===== src/rtl/stc_pkg.sv =====
package stc_pkg;

  typedef enum logic [2:0] {
    SEL_COUNT = 3'd0,
    SEL_SCMP  = 3'd1,
    SEL_HCMP  = 3'd2,
    SEL_SOFT  = 3'd3,
    SEL_SSET  = 3'd4,
    SEL_SCLR  = 3'd5,
    SEL_HPEND = 3'd6,
    SEL_NONE  = 3'd7
  } reg_sel_e;

  typedef enum logic [1:0] {
    STRAND_RUN     = 2'd0,
    STRAND_SUSP    = 2'd1,
    STRAND_HALT    = 2'd2,
    STRAND_UNALLOC = 2'd3
  } strand_e;

endpackage


===== src/rtl/stc_counter.sv =====
module stc_counter #(
  parameter int CNT_W = 63
) (
  input  logic             clk,
  input  logic             rst,
  input  logic             ld,
  input  logic [CNT_W-1:0] ld_val,
  output logic [CNT_W-1:0] cnt
);

  always_ff @(posedge clk) begin
    if (rst)     cnt <= '0;
    else if (ld) cnt <= ld_val;
    else         cnt <= cnt + 1'b1;
  end

  // the counter steps by one whenever it was neither reset nor loaded
  a_r1_count_step: assert property (@(posedge clk)
    $past(!rst && !ld) |-> cnt == CNT_W'($past(cnt) + 1'b1));

endmodule


===== src/rtl/stc_comparator.sv =====
module stc_comparator
  import stc_pkg::*;
#(
  parameter int CNT_W     = 63,
  parameter bit GATE_HALT = 1'b0
) (
  input  logic             clk,
  input  logic             rst,
  input  logic             wr,
  input  logic [CNT_W:0]   wdata,
  input  logic [CNT_W-1:0] cnt,
  input  logic [1:0]       strand,
  output logic [CNT_W:0]   cmp_q,
  output logic             fire
);

  localparam int MSB = CNT_W;

  logic armed;
  logic hit_eq;
  logic hit_late;
  logic blocked;
  logic match;
  logic cancel;

  assign hit_eq   = cnt == cmp_q[CNT_W-1:0];
  assign hit_late = (strand_e'(strand) == STRAND_SUSP) && (cnt > cmp_q[CNT_W-1:0]);
  assign match    = armed && !cmp_q[MSB] && (hit_eq || hit_late);
  assign cancel   = wr && wdata[MSB];

  generate
    if (GATE_HALT) begin : g_gate
      assign blocked = (strand_e'(strand) == STRAND_HALT) ||
                       (strand_e'(strand) == STRAND_UNALLOC);
    end else begin : g_open
      assign blocked = 1'b0;
    end
  endgenerate

  assign fire = match && !blocked && !cancel;

  always_ff @(posedge clk) begin
    if (rst) begin
      cmp_q <= {1'b1, {CNT_W{1'b0}}};
      armed <= 1'b0;
    end else if (wr) begin
      cmp_q <= wdata;
      armed <= !wdata[MSB];
    end else if (match) begin
      armed <= 1'b0;
    end
  end

  // a disabling write leaves no event in the following cycle
  a_r4_cancel: assert property (@(posedge clk) disable iff (rst)
    cancel |=> !fire);

  // one event per arming write
  a_r3_one_shot: assert property (@(posedge clk) disable iff (rst)
    (fire && !wr) |=> !fire);

endmodule


===== src/rtl/stc_irq_regs.sv =====
module stc_irq_regs #(
  parameter int SOFT_W    = 17,
  parameter int TIMER_BIT = 16
) (
  input  logic              clk,
  input  logic              rst,
  input  logic              soft_wr,
  input  logic              soft_set,
  input  logic              soft_clr,
  input  logic              hpend_wr,
  input  logic [SOFT_W-1:0] wdata,
  input  logic              sup_fire,
  input  logic              hyp_fire,
  output logic [SOFT_W-1:0] softint,
  output logic              hpend
);

  logic [SOFT_W-1:0] soft_nx;
  logic              hpend_nx;

  always_comb begin
    soft_nx = softint;
    if (soft_wr)  soft_nx = wdata;
    if (soft_set) soft_nx = soft_nx | wdata;
    if (soft_clr) soft_nx = soft_nx & ~wdata;
    if (sup_fire) soft_nx[TIMER_BIT] = 1'b1;
    hpend_nx = hpend;
    if (hpend_wr) hpend_nx = wdata[0];
    if (hyp_fire) hpend_nx = 1'b1;
  end

  always_ff @(posedge clk) begin
    if (rst) begin
      softint <= '0;
      hpend   <= 1'b0;
    end else begin
      softint <= soft_nx;
      hpend   <= hpend_nx;
    end
  end

  // supervisor event lands in the timer bit
  a_r5_sup_sets: assert property (@(posedge clk) disable iff (rst)
    sup_fire |=> softint[TIMER_BIT]);

  // hypervisor event sets the pending flag
  a_r6_hyp_sets: assert property (@(posedge clk) disable iff (rst)
    hyp_fire |=> hpend);

  // zero write clears the pending flag
  a_r7_hyp_clear: assert property (@(posedge clk) disable iff (rst)
    (hpend_wr && !wdata[0] && !hyp_fire) |=> !hpend);

endmodule


===== src/rtl/stc_timer.sv =====
module stc_timer
  import stc_pkg::*;
#(
  parameter int CNT_W     = 63,
  parameter int SOFT_W    = 17,
  parameter int TIMER_BIT = 16,
  parameter int ADDR_W    = 3
) (
  input  logic              clk,
  input  logic              rst,
  input  logic              reg_wr,
  input  logic [ADDR_W-1:0] reg_addr,
  input  logic [CNT_W:0]    reg_wdata,
  output logic [CNT_W:0]    reg_rdata,
  input  logic [1:0]        strand_state,
  output logic [SOFT_W-1:0] soft_int,
  output logic              soft_timer_irq,
  output logic              hyp_irq
);

  localparam int REG_W = CNT_W + 1;

  reg_sel_e          sel;
  logic [CNT_W-1:0]  cnt;
  logic [REG_W-1:0]  scmp_q;
  logic [REG_W-1:0]  hcmp_q;
  logic              sup_fire;
  logic              hyp_fire;
  logic [SOFT_W-1:0] softint;
  logic              hpend;
  logic              wr_cnt, wr_scmp, wr_hcmp, wr_soft, wr_sset, wr_sclr, wr_hpend;

  assign sel      = reg_sel_e'(reg_addr);
  assign wr_cnt   = reg_wr && (sel == SEL_COUNT);
  assign wr_scmp  = reg_wr && (sel == SEL_SCMP);
  assign wr_hcmp  = reg_wr && (sel == SEL_HCMP);
  assign wr_soft  = reg_wr && (sel == SEL_SOFT);
  assign wr_sset  = reg_wr && (sel == SEL_SSET);
  assign wr_sclr  = reg_wr && (sel == SEL_SCLR);
  assign wr_hpend = reg_wr && (sel == SEL_HPEND);

  stc_counter #(.CNT_W(CNT_W)) u_count (
    .clk(clk), .rst(rst), .ld(wr_cnt), .ld_val(reg_wdata[CNT_W-1:0]), .cnt(cnt)
  );

  stc_comparator #(.CNT_W(CNT_W), .GATE_HALT(1'b0)) u_sup_cmp (
    .clk(clk), .rst(rst), .wr(wr_scmp), .wdata(reg_wdata), .cnt(cnt),
    .strand(strand_state), .cmp_q(scmp_q), .fire(sup_fire)
  );

  stc_comparator #(.CNT_W(CNT_W), .GATE_HALT(1'b1)) u_hyp_cmp (
    .clk(clk), .rst(rst), .wr(wr_hcmp), .wdata(reg_wdata), .cnt(cnt),
    .strand(strand_state), .cmp_q(hcmp_q), .fire(hyp_fire)
  );

  stc_irq_regs #(.SOFT_W(SOFT_W), .TIMER_BIT(TIMER_BIT)) u_irq (
    .clk(clk), .rst(rst), .soft_wr(wr_soft), .soft_set(wr_sset), .soft_clr(wr_sclr),
    .hpend_wr(wr_hpend), .wdata(reg_wdata[SOFT_W-1:0]),
    .sup_fire(sup_fire), .hyp_fire(hyp_fire), .softint(softint), .hpend(hpend)
  );

  always_ff @(posedge clk) begin
    if (rst) begin
      reg_rdata <= '0;
    end else begin
      case (sel)
        SEL_COUNT:                   reg_rdata <= {1'b0, cnt};
        SEL_SCMP:                    reg_rdata <= scmp_q;
        SEL_HCMP:                    reg_rdata <= hcmp_q;
        SEL_SOFT, SEL_SSET, SEL_SCLR: reg_rdata <= REG_W'(softint);
        SEL_HPEND:                   reg_rdata <= REG_W'(hpend);
        default:                     reg_rdata <= '0;
      endcase
    end
  end

  assign soft_int       = softint;
  assign soft_timer_irq = softint[TIMER_BIT];
  assign hyp_irq        = hpend;

  // no hypervisor event escapes while the strand is halted or unallocated
  a_r8_halt_drop: assert property (@(posedge clk) disable iff (rst)
    hyp_fire |-> !(strand_state == 2'd2 || strand_state == 2'd3));

endmodule


===== config.mk =====
export PLATFORM = sky130hd
export DESIGN_NAME = stc_timer
export DESIGN_NICKNAME = d
export VERILOG_FILES = /design/src/rtl/stc_pkg.sv /design/src/rtl/stc_counter.sv /design/src/rtl/stc_comparator.sv /design/src/rtl/stc_irq_regs.sv /design/src/rtl/stc_timer.sv
export SDC_FILE = /design/constraint.sdc
export NUM_CORES = 1
export LEC_CHECK = 0
export BUFFER_PORTS_ARGS = -buffer_cell sky130_fd_sc_hd__buf_2
export CORE_MARGIN = 2
export CORE_UTILIZATION = 54
export DETAILED_ROUTE_END_ITERATION = 8
export PLACE_DENSITY = 0.81
export SYNTH_ARGS = -nofsm -noshare
export SYNTH_HDL_FRONTEND = slang
export SYNTH_SLANG_ARGS = --single-unit

===== constraint.sdc =====
create_clock -name clk -period 2.26 [get_ports clk]
set_clock_uncertainty 0.05 [all_clocks]
set_input_delay 0.339 -clock clk [delete_from_list [all_inputs] [get_ports clk]]
set_output_delay 0.339 -clock clk [all_outputs]
set_load 0.01 [all_outputs]

=== Word-level counts from Yosys, hierarchy flattened ===
Index checks and enable logic that the tools add are counted.
W data, S select, Z words.

* Word-level logic and storage cells: 69
* Output and inout port bits: 83
* Input port bits: 72
* Flip-flop bits (word level): 275

* Add/subtract/negate cells: 1
* Equal/unequal tests: 11
* Order comparisons: 2
* Bitwise gates (word level): 3
* Muxes and demuxes: 12
* Reduce and logical (&&, ||, !) cells: 32

{| class="wikitable"
|+ Operator list
! operator !! count
|-
| $pmux W64 S5 || 1
|-
| $eq A63 B63 Y1 || 2
|-
| $gt A63 B63 Y1 || 2
|-
| $add A63 B1 Y63 const B || 1
|-
| $mux W63 || 1
|-
| $mux W17 || 3
|-
| $logic_and A1 B1 Y1 || 18
|-
| $and A17 B17 Y17 || 1
|-
| $not A17 Y17 || 1
|-
| $or A17 B17 Y17 || 1
|-
| $eq A3 B3 Y1 const B || 3
|-
| $mux W1 || 7
|-
| $eq A3 B2 Y1 const B || 2
|-
| $logic_not A1 Y1 || 6
|-
| $reduce_bool A2 Y1 || 3
|-
| $eq A2 B2 Y1 const B || 2
|-
| $eq A3 B1 Y1 const B || 1
|-
| $logic_not A3 Y1 || 1
|-
| $logic_or A1 B1 Y1 || 3
|-
| $reduce_or A3 Y1 || 1
|-
| $eq A2 B1 Y1 const B || 1
|}

=== Logic depth before layout (Yosys ltp) ===
* Depth after elaboration: 8
* Gate-level depth with buffers: 9

=== Cells and area by module ===
From an unflattened synthesis, not the netlist that was laid out.

* Cell total of the unflattened synthesis: 1831
* Area total of the unflattened synthesis: 15962.8 µm²

{| class="wikitable"
|+ Modules (own cells, without submodules)
! module !! cells each !! times used !! area an instance (µm²)
|-
| stc_comparator at u_sup_cmp || 443 || 1 || 3945.0
|-
| stc_comparator at u_hyp_cmp || 445 || 1 || 3915.0
|-
| stc_counter || 473 || 1 || 3752.3
|-
| stc_timer || 389 || 1 || 3470.8
|-
| stc_irq_regs || 81 || 1 || 879.6
|}

=== Worst setup path after synthesis ===
Ideal clock, no wire load.

* Kind: reg2reg
* Start: register u_hyp_cmp.cmp_q[62]
* End: register u_hyp_cmp.armed
* Data arrival time: 2.076 ns
* Stages on the path, launching flop included: 10
* Setup slack: -0.003 ns
* Cells stage by stage: dfxtp_1 -> inv_1 -> ha_1 -> and4_1 -> nand4_1 -> nor4_1 -> and2_1 -> nand3_1 -> a2111oi_0 -> o31ai_1

* Cells in the longest elaborated chain, start to end: 5
* Elaborated cells between the ends (all ways): 6

{| class="wikitable"
|+ Ends and longest elaborated chain
! what !! RTL line !! text
|-
| from (decl) || stc_comparator.sv:13 || <nowiki>output logic [CNT_W:0] cmp_q,</nowiki>
|-
| from (signal assigned) || stc_comparator.sv:44 || <nowiki>cmp_q <= {1'b1, {CNT_W{1'b0}}};</nowiki>
|-
| from (signal assigned) || stc_comparator.sv:47 || <nowiki>cmp_q <= wdata;</nowiki>
|-
| $gt A63 B63 Y1 || stc_comparator.sv:27 || <nowiki>assign hit_late = (strand_e'(strand) == STRAND_SUSP) && (cnt > cmp_q[CNT_W-1:0]);</nowiki>
|-
| $logic_and A1 B1 Y1 || stc_comparator.sv:27 ||
|-
| $logic_or A1 B1 Y1 * || stc_comparator.sv:28 || <nowiki>assign match = armed && !cmp_q[MSB] && (hit_eq || hit_late);</nowiki>
|-
| $logic_and A1 B1 Y1 * || stc_comparator.sv:28 ||
|-
| $reduce_bool A2 Y1 (no line) * || - ||
|-
| to (signal assigned) || stc_comparator.sv:48 || <nowiki>armed <= !wdata[MSB];</nowiki>
|-
| to (decl) || stc_comparator.sv:19 || <nowiki>logic armed;</nowiki>
|}

Every way passes the cells marked *; elsewhere a longest branch is shown, timed or not.
A chain may end at the register's enable or synchronous reset.

=== Final worst setup path ===
* Start: register u_count.cnt[52]
* End: register u_irq.softint[16]

* Cells in the longest elaborated chain, start to end: 6
* Elaborated cells between the ends (all ways): 7

{| class="wikitable"
|+ Ends and longest elaborated chain
! what !! RTL line !! text
|-
| from (decl) || stc_counter.sv:8 || <nowiki>output logic [CNT_W-1:0] cnt</nowiki>
|-
| from (signal assigned) || stc_counter.sv:13 || <nowiki>else if (ld) cnt <= ld_val;</nowiki>
|-
| from (signal assigned) || stc_counter.sv:14 || <nowiki>else cnt <= cnt + 1'b1;</nowiki>
|-
| $gt A63 B63 Y1 || stc_comparator.sv:27 ||
|-
| $logic_and A1 B1 Y1 || stc_comparator.sv:27 ||
|-
| $logic_or A1 B1 Y1 * || stc_comparator.sv:28 ||
|-
| $logic_and A1 B1 Y1 * || stc_comparator.sv:28 ||
|-
| $logic_and A1 B1 Y1 * || stc_comparator.sv:40 || <nowiki>assign fire = match && !blocked && !cancel;</nowiki>
|-
| $mux W1 * || stc_irq_regs.sv:26 || <nowiki>if (sup_fire) soft_nx[TIMER_BIT] = 1'b1;</nowiki>
|-
| to (signal assigned) || stc_irq_regs.sv:37 || <nowiki>softint <= soft_nx;</nowiki>
|-
| to (decl) || stc_irq_regs.sv:14 || <nowiki>output logic [SOFT_W-1:0] softint,</nowiki>
|}

Marked as above.

==> impl_summary.md <==
Critical path
The worst setup path is launched from a flip-flop. The worst setup slack for register-to-register paths is -0.004 ns. The required time of the critical path is around 2.7 ns.

The category of the critical setup timing path is flip-flop to flip-flop. Along the worst path, the maximum fanout reaches 2. At the worst endpoint, the arrival time is between 2 and 3 ns.

The endpoint type of the worst setup path is a flip-flop.

Routing
The detailed router used layers up to and including met4. The met1 wire length is between 15 and 20 mm. The average detailed-routed wire length per instance is approximately 18 um. The detailed-route wire length is roughly 45 mm. Summed over all nets, wire length on met3 after detailed routing comes to roughly 3.8 mm. The count of nets left with antenna violations once routing finished came out at 0. The number of DRC markers in iteration 0 is 1461. The total via count after detailed routing is between 10000 and 15000. The DRC violation count after routing is 0. The first TritonRoute pass finished after 5 iterations. The per-cell via count in the routed design is 5.88. The met2 layer wire length in the routed design is 21.9 mm.

Layout
The most common library cell in the layout ignoring fill and taps is nand2_1. The final layout contains 2327 nets. The total of fill cells in the finished design is ~2000. From synthesis to final layout, the design area changed by 27.7%. Cells with a size suffix above 1 make up approximately 25% of the layout. After routing the design area is about 19000 sq um.

In the layout the commonest cells are nand2_1, dfxtp_1, a21oi_1, nor2_1, buf_4.

Yosys
The most used flip-flop cell after synthesis is dfxtp_1. Synthesis handed over a netlist of roughly 1800 instances. When the netlist entered floorplanning its net count stood at slightly above 2000.

The synthesized design contains 0 enable-type register cells. The share of flip-flops with an asynchronous set or reset is 0%. The combined area of all synthesized cells is ~15000 sq um. Yosys printed 0 warnings. The count of different cell masters after synthesis is between 60 and 70. The average instance in the mapped netlist occupies ~8 sq um.

The sequential element share of the synthesized area is 37.5%. The synthesized design contains roughly 280 register bits.

Power and ir drop
Dividing total power by cell area gives a power density of a little over 600 nW/um^2. In this run the static leakage power is between 0.007 and 0.008 uW. The worst-case IR drop observed on VDD is approximately 630 uV. The design draws 11400 uW.

Placement
Once placement finished, the instance area stood at between 15000 and 20000 sq um. The sum of net half-perimeters after detailed placement is around 30 mm. The count of buffers from port buffering is about 150. The congestion estimate from routability-driven global placement came to between 0.9 and 1.

GRT
Entering global routing, the biggest net connects around 140 pins. The aggregate global-route resource usage is 30.3%. After global routing the overflow that remains totals 0. The number of global-route vias before repair is ~14000.

The initial antenna violation count came to 1. The global-route wire length before repair is a little over 70 mm.

Die
The die footprint is between 20000 and 30000 sq um. The width of the die is between 150 and 200 um. The number of standard-cell rows in the floorplan is 60. The initial utilization of the core area, before any placement, comes to a little over half. From bottom edge to top edge, the die measures ~170 um. The placeable core area is ~27000 sq um. Pin placement for this block handled between 150 and 200 I/O pins.

Run status
The final reports fail on negative setup slack. The flow ran to the end, but the final reports show violations.

STA
The worst setup margin is -0.00355 ns. The final critical delay including setup and external delays is 2.26 ns. The final number of max-transition violations is 0.

The worst path uses 100% of the clock period. Measured against its own limit, the worst slew margin works out to ~46%. The number of hold-slack violations in the final timing report came to 0.

Setup violations remaining at the end of the flow were counted as 1. The actual transition at the worst max-transition pin is slightly above 0.8 ns. Setup repair after global routing could not meet its margin everywhere. The fmax is between 0.4 and 0.5 GHz.

Clocking
The clock latency reported for the late side of the worst-skew pair is approximately 0.56 ns. TritonCTS built the clock tree. The buffer levels on the longest clock path is 3.

The cell sitting at the root of the clock tree is a clkbuf_16. The clock transition time at the flip-flop clock pins of the worst setup and hold paths is roughly 0.060 ns. CTS built an H-tree with a depth of 1. The total number of clock tree sinks is 275. The number of clock buffers inserted by TritonCTS is 28.

Min path
The worst hold path belongs to the class input pin to flip-flop.

Run
Max-cap violations in this run came to 0.
-- critical path: stages, from the launching register on --
cell and delay [ns]:
dfxtp_2 0.34, ha_4 0.24, a21o_1 0.16, a21o_1 0.17, a221o_1 0.29, a221o_1 0.35, a211oi_2 0.27, o2bb2ai_2 0.08
a22o_1 0.20
-- cells in the mapped netlist (5+ instances only) --
cell	number	area share, %
a211oi_1	75	3.8
and4_1	9	0.54
xnor2_1	19	1.1
inv_1	134	3.4
buf_1	14	0.36
a311oi_1	5	0.30
mux4_2	16	2.5
a21oi_1	223	7.6
ha_1	127	11
nand3_1	33	1.1
and2_1	7	0.30
o21ai_0	21	0.72
and3_1	13	0.55
or3_1	6	0.26
nor2b_1	9	0.38
dfxtp_1	275	37
a22oi_1	32	1.6
nor4_1	8	0.34
a21o_1	18	0.92
nor3_1	6	0.20
clkbuf_1	88	2.2
nand2_1	309	7.9
nand4_1	30	1.3
xor2_1	37	2.2
nor2_1	197	5.0
a221o_1	5	0.34
mux2i_1	50	3.4
-- report_power, final --
| part | leakage, uW | switching [uW] | internal (uW) |
|---|---|---|---|
| Clock | 0.000438 | 1960 | 2580 |
| Combinational | 0.00512 | 1020 | 812 |
| Sequential | 0.00225 | 105 | 4970 |
-- cells by family after synthesis --
group,count (synthesis),share of synthesized area (%)
flip-flops,275,37.5
multiplexers,67,5.93
XOR/XNOR,56,3.34
adder cells (fa/ha/maj),127,10.8
AO/OA/AOI/OAI,402,16.6
buffers and inverters,240,6.17
AND/OR/NAND/NOR,652,19.7
-- final timing paths --
kind / endpoint / start / cells past startpoint
hold reg to reg: u_hyp_cmp.cmp_q[60]$_SDFFE_PP0P_ / u_hyp_cmp.cmp_q[60]$_SDFFE_PP0P_ / 2
setup reg to reg: u_irq.softint[16]$_SDFF_PP0_ / u_count.cnt[52]$_SDFF_PP0_ / 8
hold / removal: u_hyp_cmp.cmp_q[31]$_SDFFE_PP0P_ / reg_wdata[31] / 3
setup / recovery: u_irq.softint[16]$_SDFF_PP0_ / u_count.cnt[52]$_SDFF_PP0_ / 8
-- repair_timing --
action | CTS | global route
hold buffers | 24 | 0
endpoints found under the setup margin | 26 | 31
cloned | 0 | 0
endpoints found under the hold margin | 37 | 0
buffers inserted | 1 | 8
pin swaps | 8 | 44
gates resized for setup | 45 | 73
-- registers in the layout, summed over array words and instances (netlist names) --
| register | count |
|---|---|
| reg_rdata | 64 |
| u_count.cnt | 63 |
| u_hyp_cmp.armed | 1 |
| u_hyp_cmp.cmp_q | 64 |
| u_irq.hpend | 1 |
| u_irq.softint | 17 |
| u_sup_cmp.armed | 1 |
| u_sup_cmp.cmp_q | 64 |
-- layout make-up --
| cell class | count | area (sq um) | area share, % |
|---|---|---|---|
| multi-input cells | 1304 | 8710 | 46.4 |
| flip-flops and latches | 275 | 5570 | 29.7 |
| well taps | 341 | 427 | 2.27 |
| inverters | 135 | 507 | 2.70 |
| clock inverters | 8 | 65.1 | 0.347 |
| clock buffers | 37 | 806 | 4.29 |
| diodes | 2 | 5.00 | 0.0267 |
| repair buffers | 384 | 2680 | 14.3 |
-- routing by layer --
metal	up-vias	track usage (%)
met2	739	51.9
met5	-	0
met3	150	5.21
met1	6837	37.3
met4	0	14.2
li1	6885	-
-- per-stage QoR --
stage / std cells / worst slack, ns / util [%] / setup TNS, ns / hold WS [ns]
after detailed placement: 2405 / -0.251 / 63.8 / -1.34 / 0.413
after floorplan: 1819 / 0.0445 / - / 0 / 0.388
final: 2486 / -0.00355 / 70.0 / -0.00355 / 0.00556
after global placement: 2405 / -0.222 / 63.8 / -0.689 / 0.404
after CTS: 2475 / -0.00730 / 68.7 / -0.00730 / 0.000482
after global routing: 2485 / -0.0884 / 70.0 / -0.238 / 0.00825
(Power assumes the default switching activity.)
